$ cat src/rtl/brs_pkg.sv
package brs_pkg;

   typedef enum logic [1:0] {
      K_BC2RT = 2'd0,
      K_RT2BC = 2'd1,
      K_RT2RT = 2'd2,
      K_RSVD  = 2'd3
   } kind_e;

   typedef enum logic [2:0] {
      STP_CMD0  = 3'd0,
      STP_CMD1  = 3'd1,
      STP_TXDAT = 3'd2,
      STP_STAT1 = 3'd3,
      STP_RXDAT = 3'd4,
      STP_STAT2 = 3'd5
   } step_e;

   typedef enum logic [1:0] {
      PH_IDLE   = 2'd0,
      PH_XMIT   = 2'd1,
      PH_LISTEN = 2'd2
   } phase_e;

endpackage

$ cat src/rtl/brs_timeout.sv
module brs_timeout #(
   parameter int CLK_PER_US = 16,
   parameter int TIMEOUT_US = 14
) (
   input  logic clk,
   input  logic rst_n,
   input  logic arm,
   output logic expired
);
   localparam int US_W = $clog2(TIMEOUT_US + 1);
   localparam logic [US_W-1:0] US_LIM = US_W'(TIMEOUT_US);

   logic            tick;
   logic [US_W-1:0] us_q;

   generate
      if (CLK_PER_US == 1) begin : g_no_pre
         assign tick = arm;
      end else begin : g_pre
         localparam int PRE_W = $clog2(CLK_PER_US);
         localparam logic [PRE_W-1:0] PRE_LAST = PRE_W'(CLK_PER_US - 1);
         logic [PRE_W-1:0] pre_q;
         always_ff @(posedge clk or negedge rst_n) begin
            if (!rst_n) begin
               pre_q <= '0;
            end else if (!arm) begin
               pre_q <= '0;
            end else if (pre_q == PRE_LAST) begin
               pre_q <= '0;
            end else begin
               pre_q <= pre_q + 1'b1;
            end
         end
         assign tick = arm && (pre_q == PRE_LAST);
      end
   endgenerate

   always_ff @(posedge clk or negedge rst_n) begin
      if (!rst_n) begin
         us_q <= '0;
      end else if (!arm) begin
         us_q <= '0;
      end else if (tick && (us_q != US_LIM)) begin
         us_q <= us_q + 1'b1;
      end
   end

   assign expired = arm && (us_q == US_LIM);

endmodule

$ cat src/rtl/brs_wordgen.sv
module brs_wordgen
   import brs_pkg::*;
#(
   parameter int ADDR_W = 5,
   parameter int SA_W   = 5,
   parameter int WC_W   = 5,
   parameter int WORD_W = 16
) (
   input  step_e              step,
   input  kind_e              kind,
   input  logic [ADDR_W-1:0]  rt,
   input  logic [SA_W-1:0]    sa,
   input  logic [ADDR_W-1:0]  rt2,
   input  logic [SA_W-1:0]    sa2,
   input  logic [WC_W-1:0]    wc,
   input  logic [WORD_W-1:0]  dat_word,
   output logic [WORD_W-1:0]  word,
   output logic               is_cmd
);
   always_comb begin
      word   = '0;
      is_cmd = 1'b1;
      case (step)
         STP_CMD0:  word = {rt, (kind == K_RT2BC), sa, wc};
         STP_CMD1:  word = {rt2, 1'b1, sa2, wc};
         STP_TXDAT: begin
            word   = dat_word;
            is_cmd = 1'b0;
         end
         default:   word = '0;
      endcase
   end

endmodule

$ cat src/rtl/brs_ctrl.sv
module brs_ctrl
   import brs_pkg::*;
#(
   parameter int ADDR_W = 5,
   parameter int SA_W   = 5,
   parameter int WC_W   = 5
) (
   input  logic               clk,
   input  logic               rst_n,
   input  logic               start,
   input  logic [1:0]         req_kind,
   input  logic               req_bus,
   input  logic [ADDR_W-1:0]  req_rt,
   input  logic [SA_W-1:0]    req_sa,
   input  logic [ADDR_W-1:0]  req_rt2,
   input  logic [SA_W-1:0]    req_sa2,
   input  logic [WC_W-1:0]    req_wc,
   input  logic               tx_done,
   input  logic               rx_start,
   input  logic               rx_valid,
   input  logic               rx_bus,
   input  logic               expired,
   output step_e              step_q,
   output kind_e              kind_q,
   output logic [ADDR_W-1:0]  rt_q,
   output logic [SA_W-1:0]    sa_q,
   output logic [ADDR_W-1:0]  rt2_q,
   output logic [SA_W-1:0]    sa2_q,
   output logic [WC_W-1:0]    wc_q,
   output logic [WC_W-1:0]    dat_idx,
   output logic               bus_q,
   output logic               tx_valid,
   output logic               arm,
   output logic               busy,
   output logic               done,
   output logic               done_ok,
   output logic               done_bus,
   output logic               done_retry
);
   localparam int CNT_W = WC_W + 1;
   localparam logic [ADDR_W-1:0] BCAST = {ADDR_W{1'b1}};
   localparam logic [CNT_W-1:0]  FULL  = CNT_W'(2 ** WC_W);

   phase_e           ph_q;
   logic [CNT_W-1:0] cnt_q;
   logic             retry_q;
   logic             got_q;
   logic             tx_valid_q;
   logic             done_q, ok_q, dbus_q, dretry_q;

   logic [CNT_W-1:0] nwords;
   logic             last_word;
   logic             accept, adv, rx_sof, rx_end, lost;
   step_e            nx_step;
   logic [CNT_W-1:0] nx_cnt;
   logic             nx_listen, nx_fin;

   assign nwords    = (wc_q == '0) ? FULL : {1'b0, wc_q};
   assign last_word = ((cnt_q + CNT_W'(1)) == nwords);

   assign accept = (ph_q == PH_IDLE) && start &&
                   (req_kind != K_RSVD) && (req_rt != BCAST) &&
                   !((req_kind == K_RT2RT) && (req_rt2 == BCAST));

   assign rx_sof = (ph_q == PH_LISTEN) && rx_start && (rx_bus == bus_q);
   assign rx_end = (ph_q == PH_LISTEN) && rx_valid && (rx_bus == bus_q);
   assign adv    = ((ph_q == PH_XMIT) && tx_done) || rx_end;
   assign arm    = (ph_q == PH_LISTEN) && !got_q;
   assign lost   = arm && expired && !rx_sof && !rx_end;

   // Step sequencing per transfer kind
   always_comb begin
      nx_step   = step_q;
      nx_cnt    = cnt_q;
      nx_listen = 1'b0;
      nx_fin    = 1'b0;
      case (step_q)
         STP_CMD0: begin
            case (kind_q)
               K_BC2RT: begin nx_step = STP_TXDAT; nx_cnt = '0; end
               K_RT2RT: nx_step = STP_CMD1;
               default: begin nx_step = STP_STAT1; nx_listen = 1'b1; end
            endcase
         end
         STP_CMD1: begin
            nx_step   = STP_STAT1;
            nx_listen = 1'b1;
         end
         STP_TXDAT: begin
            if (last_word) begin
               nx_step   = STP_STAT1;
               nx_listen = 1'b1;
            end else begin
               nx_cnt = cnt_q + CNT_W'(1);
            end
         end
         STP_STAT1: begin
            if (kind_q == K_BC2RT) begin
               nx_fin = 1'b1;
            end else begin
               nx_step   = STP_RXDAT;
               nx_cnt    = '0;
               nx_listen = 1'b1;
            end
         end
         STP_RXDAT: begin
            if (!last_word) begin
               nx_cnt    = cnt_q + CNT_W'(1);
               nx_listen = 1'b1;
            end else if (kind_q == K_RT2RT) begin
               nx_step   = STP_STAT2;
               nx_listen = 1'b1;
            end else begin
               nx_fin = 1'b1;
            end
         end
         default: nx_fin = 1'b1;
      endcase
   end

   always_ff @(posedge clk or negedge rst_n) begin
      if (!rst_n) begin
         ph_q       <= PH_IDLE;
         step_q     <= STP_CMD0;
         kind_q     <= K_BC2RT;
         cnt_q      <= '0;
         rt_q       <= '0;
         sa_q       <= '0;
         rt2_q      <= '0;
         sa2_q      <= '0;
         wc_q       <= '0;
         bus_q      <= 1'b0;
         retry_q    <= 1'b0;
         got_q      <= 1'b0;
         tx_valid_q <= 1'b0;
         done_q     <= 1'b0;
         ok_q       <= 1'b0;
         dbus_q     <= 1'b0;
         dretry_q   <= 1'b0;
      end else begin
         tx_valid_q <= 1'b0;
         done_q     <= 1'b0;
         if (accept) begin
            kind_q     <= kind_e'(req_kind);
            rt_q       <= req_rt;
            sa_q       <= req_sa;
            rt2_q      <= req_rt2;
            sa2_q      <= req_sa2;
            wc_q       <= req_wc;
            bus_q      <= req_bus;
            retry_q    <= 1'b0;
            got_q      <= 1'b0;
            step_q     <= STP_CMD0;
            cnt_q      <= '0;
            ph_q       <= PH_XMIT;
            tx_valid_q <= 1'b1;
         end else if (adv) begin
            got_q <= 1'b0;
            if (nx_fin) begin
               ph_q     <= PH_IDLE;
               done_q   <= 1'b1;
               ok_q     <= 1'b1;
               dbus_q   <= bus_q;
               dretry_q <= retry_q;
            end else begin
               step_q     <= nx_step;
               cnt_q      <= nx_cnt;
               ph_q       <= nx_listen ? PH_LISTEN : PH_XMIT;
               tx_valid_q <= !nx_listen;
            end
         end else if (lost) begin
            if (!retry_q) begin
               retry_q    <= 1'b1;
               bus_q      <= !bus_q;
               step_q     <= STP_CMD0;
               cnt_q      <= '0;
               ph_q       <= PH_XMIT;
               tx_valid_q <= 1'b1;
            end else begin
               ph_q     <= PH_IDLE;
               done_q   <= 1'b1;
               ok_q     <= 1'b0;
               dbus_q   <= bus_q;
               dretry_q <= 1'b1;
            end
         end else if (rx_sof) begin
            got_q <= 1'b1;
         end
      end
   end

   assign dat_idx    = cnt_q[WC_W-1:0];
   assign tx_valid   = tx_valid_q;
   assign busy       = (ph_q != PH_IDLE);
   assign done       = done_q;
   assign done_ok    = ok_q;
   assign done_bus   = dbus_q;
   assign done_retry = dretry_q;

endmodule

$ cat src/rtl/bc_retry_seq.sv
module bc_retry_seq
   import brs_pkg::*;
#(
   parameter int ADDR_W     = 5,
   parameter int SA_W       = 5,
   parameter int WC_W       = 5,
   parameter int WORD_W     = 16,
   parameter int CLK_PER_US = 16,
   parameter int TIMEOUT_US = 14
) (
   input  logic               clk,
   input  logic               rst_n,
   input  logic               start,
   input  logic [1:0]         req_kind,
   input  logic               req_bus,
   input  logic [ADDR_W-1:0]  req_rt,
   input  logic [SA_W-1:0]    req_sa,
   input  logic [ADDR_W-1:0]  req_rt2,
   input  logic [SA_W-1:0]    req_sa2,
   input  logic [WC_W-1:0]    req_wc,
   output logic [WC_W-1:0]    dat_idx,
   input  logic [WORD_W-1:0]  dat_word,
   output logic               tx_valid,
   output logic               tx_bus,
   output logic               tx_sync_cmd,
   output logic [WORD_W-1:0]  tx_word,
   input  logic               tx_done,
   input  logic               rx_start,
   input  logic               rx_valid,
   input  logic               rx_bus,
   output logic               busy,
   output logic               done,
   output logic               done_ok,
   output logic               done_bus,
   output logic               done_retry
);
   generate
      if (WORD_W != ADDR_W + 1 + SA_W + WC_W) begin : g_bad_fmt
         $error("command fields do not fill the word width");
      end
      if (CLK_PER_US < 1 || TIMEOUT_US < 1) begin : g_bad_time
         $error("timing parameters must be positive");
      end
   endgenerate

   step_e              step_q;
   kind_e              kind_q;
   logic [ADDR_W-1:0]  rt_q, rt2_q;
   logic [SA_W-1:0]    sa_q, sa2_q;
   logic [WC_W-1:0]    wc_q;
   logic               arm, expired;

   brs_ctrl #(
      .ADDR_W(ADDR_W), .SA_W(SA_W), .WC_W(WC_W)
   ) u_ctrl (
      .clk(clk), .rst_n(rst_n), .start(start),
      .req_kind(req_kind), .req_bus(req_bus),
      .req_rt(req_rt), .req_sa(req_sa), .req_rt2(req_rt2), .req_sa2(req_sa2),
      .req_wc(req_wc), .tx_done(tx_done),
      .rx_start(rx_start), .rx_valid(rx_valid), .rx_bus(rx_bus),
      .expired(expired),
      .step_q(step_q), .kind_q(kind_q),
      .rt_q(rt_q), .sa_q(sa_q), .rt2_q(rt2_q), .sa2_q(sa2_q), .wc_q(wc_q),
      .dat_idx(dat_idx), .bus_q(tx_bus), .tx_valid(tx_valid), .arm(arm),
      .busy(busy), .done(done), .done_ok(done_ok),
      .done_bus(done_bus), .done_retry(done_retry)
   );

   brs_timeout #(
      .CLK_PER_US(CLK_PER_US), .TIMEOUT_US(TIMEOUT_US)
   ) u_tmo (
      .clk(clk), .rst_n(rst_n), .arm(arm), .expired(expired)
   );

   brs_wordgen #(
      .ADDR_W(ADDR_W), .SA_W(SA_W), .WC_W(WC_W), .WORD_W(WORD_W)
   ) u_wgen (
      .step(step_q), .kind(kind_q),
      .rt(rt_q), .sa(sa_q), .rt2(rt2_q), .sa2(sa2_q), .wc(wc_q),
      .dat_word(dat_word), .word(tx_word), .is_cmd(tx_sync_cmd)
   );

endmodule

$ cat config.mk
export PLATFORM = sky130hd
export DESIGN_NAME = bc_retry_seq
export DESIGN_NICKNAME = d
export VERILOG_FILES = /design/src/rtl/brs_pkg.sv /design/src/rtl/brs_timeout.sv /design/src/rtl/brs_wordgen.sv /design/src/rtl/brs_ctrl.sv /design/src/rtl/bc_retry_seq.sv
export SDC_FILE = /design/constraint.sdc
export NUM_CORES = 1
export LEC_CHECK = 0
export BUFFER_PORTS_ARGS = -buffer_cell sky130_fd_sc_hd__buf_4
export CORE_ASPECT_RATIO = 1.1
export CORE_MARGIN = 8
export CORE_UTILIZATION = 25
export DETAILED_ROUTE_END_ITERATION = 8
export PLACE_DENSITY_LB_ADDON = 0.15
export SETUP_SLACK_MARGIN = 0.3
export SLEW_MARGIN = 20
export SYNTH_ARGS = -nofsm -noshare
export SYNTH_HDL_FRONTEND = slang
export SYNTH_HIERARCHICAL = 1
export SYNTH_SLANG_ARGS = --single-unit
$ cat constraint.sdc
create_clock -name clk -period 3 [get_ports clk]
set_clock_uncertainty 0.15 [all_clocks]
set_input_delay 0.3 -clock clk [delete_from_list [all_inputs] [get_ports clk]]
set_output_delay 0.3 -clock clk [all_outputs]
set_load 0.02 [all_outputs]
==> results.yml <==
status:
  status: "finished, final reports clean"
synth:
  async_reset_ff_share_pct: 100
  yosys_warnings: 6
  syn-num-nets: 375
  muxShareOfSynthArea_pct: 9.90
  synth_most_common_cell: "dfrtp_1"
  synth_top_area_share_pct: 40.0
  synth_fa_ha_area_share_pct: 1.48
  synth_xor_area_share_pct: 3.63
  synth_top_family_by_area: "compound AO/OA/AOI/OAI gates"
  syn_avg_cell_area_sq_um: 10.5
  synth_cell_types: 66
  synth-seq-cells: 54
  seq_area_frac_synth_pct: 40.0
  yosys-top-cells-count: "dfrtp_1 (54), mux2_2 (26), nor2_1 (25), a211oi_2 (18), nand2_1 (15)"
  ys.flop_type: "dfrtp_1"
  synth_cells: 320
  synth_area_leader_cell: "dfrtp_1"
  synth_edf_count: 0
  netlist_area_sq_um: 3370
  synth.area.top_cells: "dfrtp_1 (40%), mux2_2 (8.7%), a211oi_2 (6.7%), xnor2_1 (2.9%), nor2_1 (2.8%)"
  synth-compound-area-share_pct: 21.7
  synth_simple_gate_area_share_pct: 18.4
min_path:
  hold_class: "in -> reg"
  worst_hold_startpoint: "req_bus"
sta:
  fin_crit_ns: 2.62
  tns_ns: 0
  tightest_slew_ns: 0.739
  setup_viol: 0
  slew_viol_final: 0
  relSlewSlack_pct: 50.7
  rsz0062_at_grt: "false"
  period_share_pct: 87.3
  hold_viol_final: 0
  fmax_ghz: 0.382
finish:
  final_cells: 567
  area_delta_synth_final_pct: 30.3
  num_antenna_cells: 0
  fin_util_pct: 33.3
  drive_gt1_share_pct: 43.1
  fin_nets: 460
clock_tree:
  cts_tree: "yes"
  clock_sinks: 54
  cts_buffers: 5
  root_buffer: "clkbuf_16"
  cts.path.max_buffers: 2
  clkLatencyLatePin_ns: 0.29
  cts_htree_levels: 2
  cts.clk_slew.worst_paths_ns: 0.07
detailed_routing:
  antenna_left: 0
  vias_per_cell: 4.73
  drc_errors: 0
  drt_iter0_drc: 104
  drt_first_pass_iters: 4
  routed_wl_um: 9170
  vias: 2682
  wl_per_cell_um: 16.2
critical_path:
  startpoint_type: "flip-flop"
  cp_max_fo: 7
  crit_required_ns: 3.02
  crit_arrival_ns: 2.64
  endpoint_kind: "flip-flop"
  reg2reg_from: "u_ctrl/cnt_q[2]$_DFFE_PN0P_"
  crit_type: "reg -> reg"
  startpoint: "u_ctrl/cnt_q[2]$_DFFE_PN0P_"
power:
  leakagePower_nw: 1.93
  powerDensity_nw_per_um2: 985
  max-vdd-ir-drop_uv: 268
floorplan:
  core_sq_um: 13200
  row_count: 44
  dieArea_sq_um: 17500
  die_h_um: 138
  start_util_pct: 25.5
  dieWidth_um: 127
  ios: 80
placed_design:
  gp_congestion: 0.748
  io_buffers: 79
  hpwlAfterDp_um: 6870
  place_inst: 550
grt:
  grt_max_degree: 55
  grt_pass1_wl_um: 14800
  track_usage_pct: 10.6
  antenna_found_initial: 0
  grt_pass1_vias: 2828
  gr-total-overflow: 0
flow_run:
  cap_violations: 0
flip-flops by register name (all words and copies together) (netlist names):
| name | count |
|---|---|
| u_ctrl/cnt_q | 6 |
| u_ctrl/rt2_q | 5 |
| u_ctrl/rt_q | 5 |
| u_ctrl/sa2_q | 5 |
| u_ctrl/sa_q | 5 |
| u_ctrl/wc_q | 5 |
| u_tmo/g_pre.pre_q | 4 |
| u_tmo/us_q | 4 |
| u_ctrl/step_q | 3 |
| u_ctrl/kind_q | 2 |
| u_ctrl/ph_q | 2 |
| u_ctrl/bus_q | 1 |
| u_ctrl/done | 1 |
| u_ctrl/done_bus | 1 |
| u_ctrl/done_ok | 1 |
| u_ctrl/done_retry | 1 |
| u_ctrl/got_q | 1 |
| u_ctrl/retry_q | 1 |
| u_ctrl/tx_valid | 1 |
where the power goes:
| group | internal, W | switching [W] | leakage, nW | total (W) |
|---|---|---|---|---|
| registers | 0.00100 | 0.000231 | 0.670 | 0.00123 |
| logic | 0.00115 | 0.00130 | 1.18 | 0.00245 |
| clock network | 0.000395 | 0.000260 | 0.0781 | 0.000655 |
kinds of logic (layout without fill, tap and decap cells):
| logic type | Yosys count | after routing |
|---|---|---|
| muxes | 30 | 30 |
| and+or+nand+nor | 108 | 108 |
| xor gates and xnor gates | 14 | 14 |
| adders and majority gates | 4 | 4 |
| AOI/OAI and AO/OA | 81 | 81 |
| buffers and inverters | 29 | 115 |
| DFF | 54 | 54 |
worst paths after layout:
check | slack [ns] | endpoint | cells after the start
min in group asynchronous | 0.46 | u_ctrl/done_bus$_DFFE_PN0P_ | 2
max in group asynchronous | 1.72 | u_ctrl/cnt_q[0]$_DFFE_PN0P_ | 2
max | 0.38 | u_ctrl/cnt_q[2]$_DFFE_PN0P_ | 7
max reg2reg | 0.38 | u_ctrl/cnt_q[2]$_DFFE_PN0P_ | 7
min reg2reg | 0.34 | u_tmo/g_pre.pre_q[0]$_DFF_PN0_ | 1
min | 0.07 | u_ctrl/bus_q$_DFFE_PN0P_ | 3
cells in the final DEF (no fill, tap or decap), types with 6 or more instances in the layout:
cell	n
nand2b_1	14
dfrtp_1	50
nand2_1	15
nor2_1	25
nor3_1	6
a21oi_1	13
o21ai_0	7
xnor2_1	10
buf_4	97
nor2b_1	9
and2b_1	8
a211oi_2	18
inv_1	8
mux2_2	26
stage by stage:
stage | hold WS, ns | total power, W | worst slack, ns | cell area (sq um)
floorplan | -0.146 | 0.00291 | 0.437 | 3380
global placement | 0.282 | 0.00366 | 0.202 | 4120
detailed placement | 0.277 | 0.00367 | 0.130 | 4120
CTS | 0.0556 | 0.00437 | 0.306 | 4310
global route | 0.0769 | 0.00467 | 0.292 | 4400
finish | 0.0660 | 0.00433 | 0.380 | 4400
worst max-delay path: stages, from the launching register on:
cell and delay, ns:
dfrtp_2 0.43, nand3_2 0.17, or3_4 0.43, nand4b_1 0.17, a31oi_4 0.15, a21o_1 0.23, a221o_2 0.45, a221o_1 0.32
per-layer routing:
layer,track usage (%),wire [um],up-vias,share of wire (%)
met3,2.27,344,6,3.8
met4,2.78,95,0,1.0
met2,18.5,4620,46,50
met5,0,0,-,0
met1,13.0,4110,1306,45
li1,-,-,1324,-
cell type report:
| type | instances | area, sq um |
|---|---|---|
| timing repair buffer | 98 | 738 |
| multi-input combinational | 237 | 1910 |
| clock buffer | 7 | 133 |
| clock inverter | 1 | 30.0 |
| sequential | 54 | 1360 |
| inverter | 9 | 33.8 |
| fill | 1385 | 8810 |
| tap | 161 | 201 |
timing repair:
action                                  in CTS  in global routing
endpoints found under the hold margin       54                  0
hold buffers                                 1                  0
endpoints found under the setup margin       8                  9
gates resized for setup                      5                  7
pin swaps                                    1                  4
buffers inserted                             0                  8
Note: power is estimated with default switching activity, not from simulation.
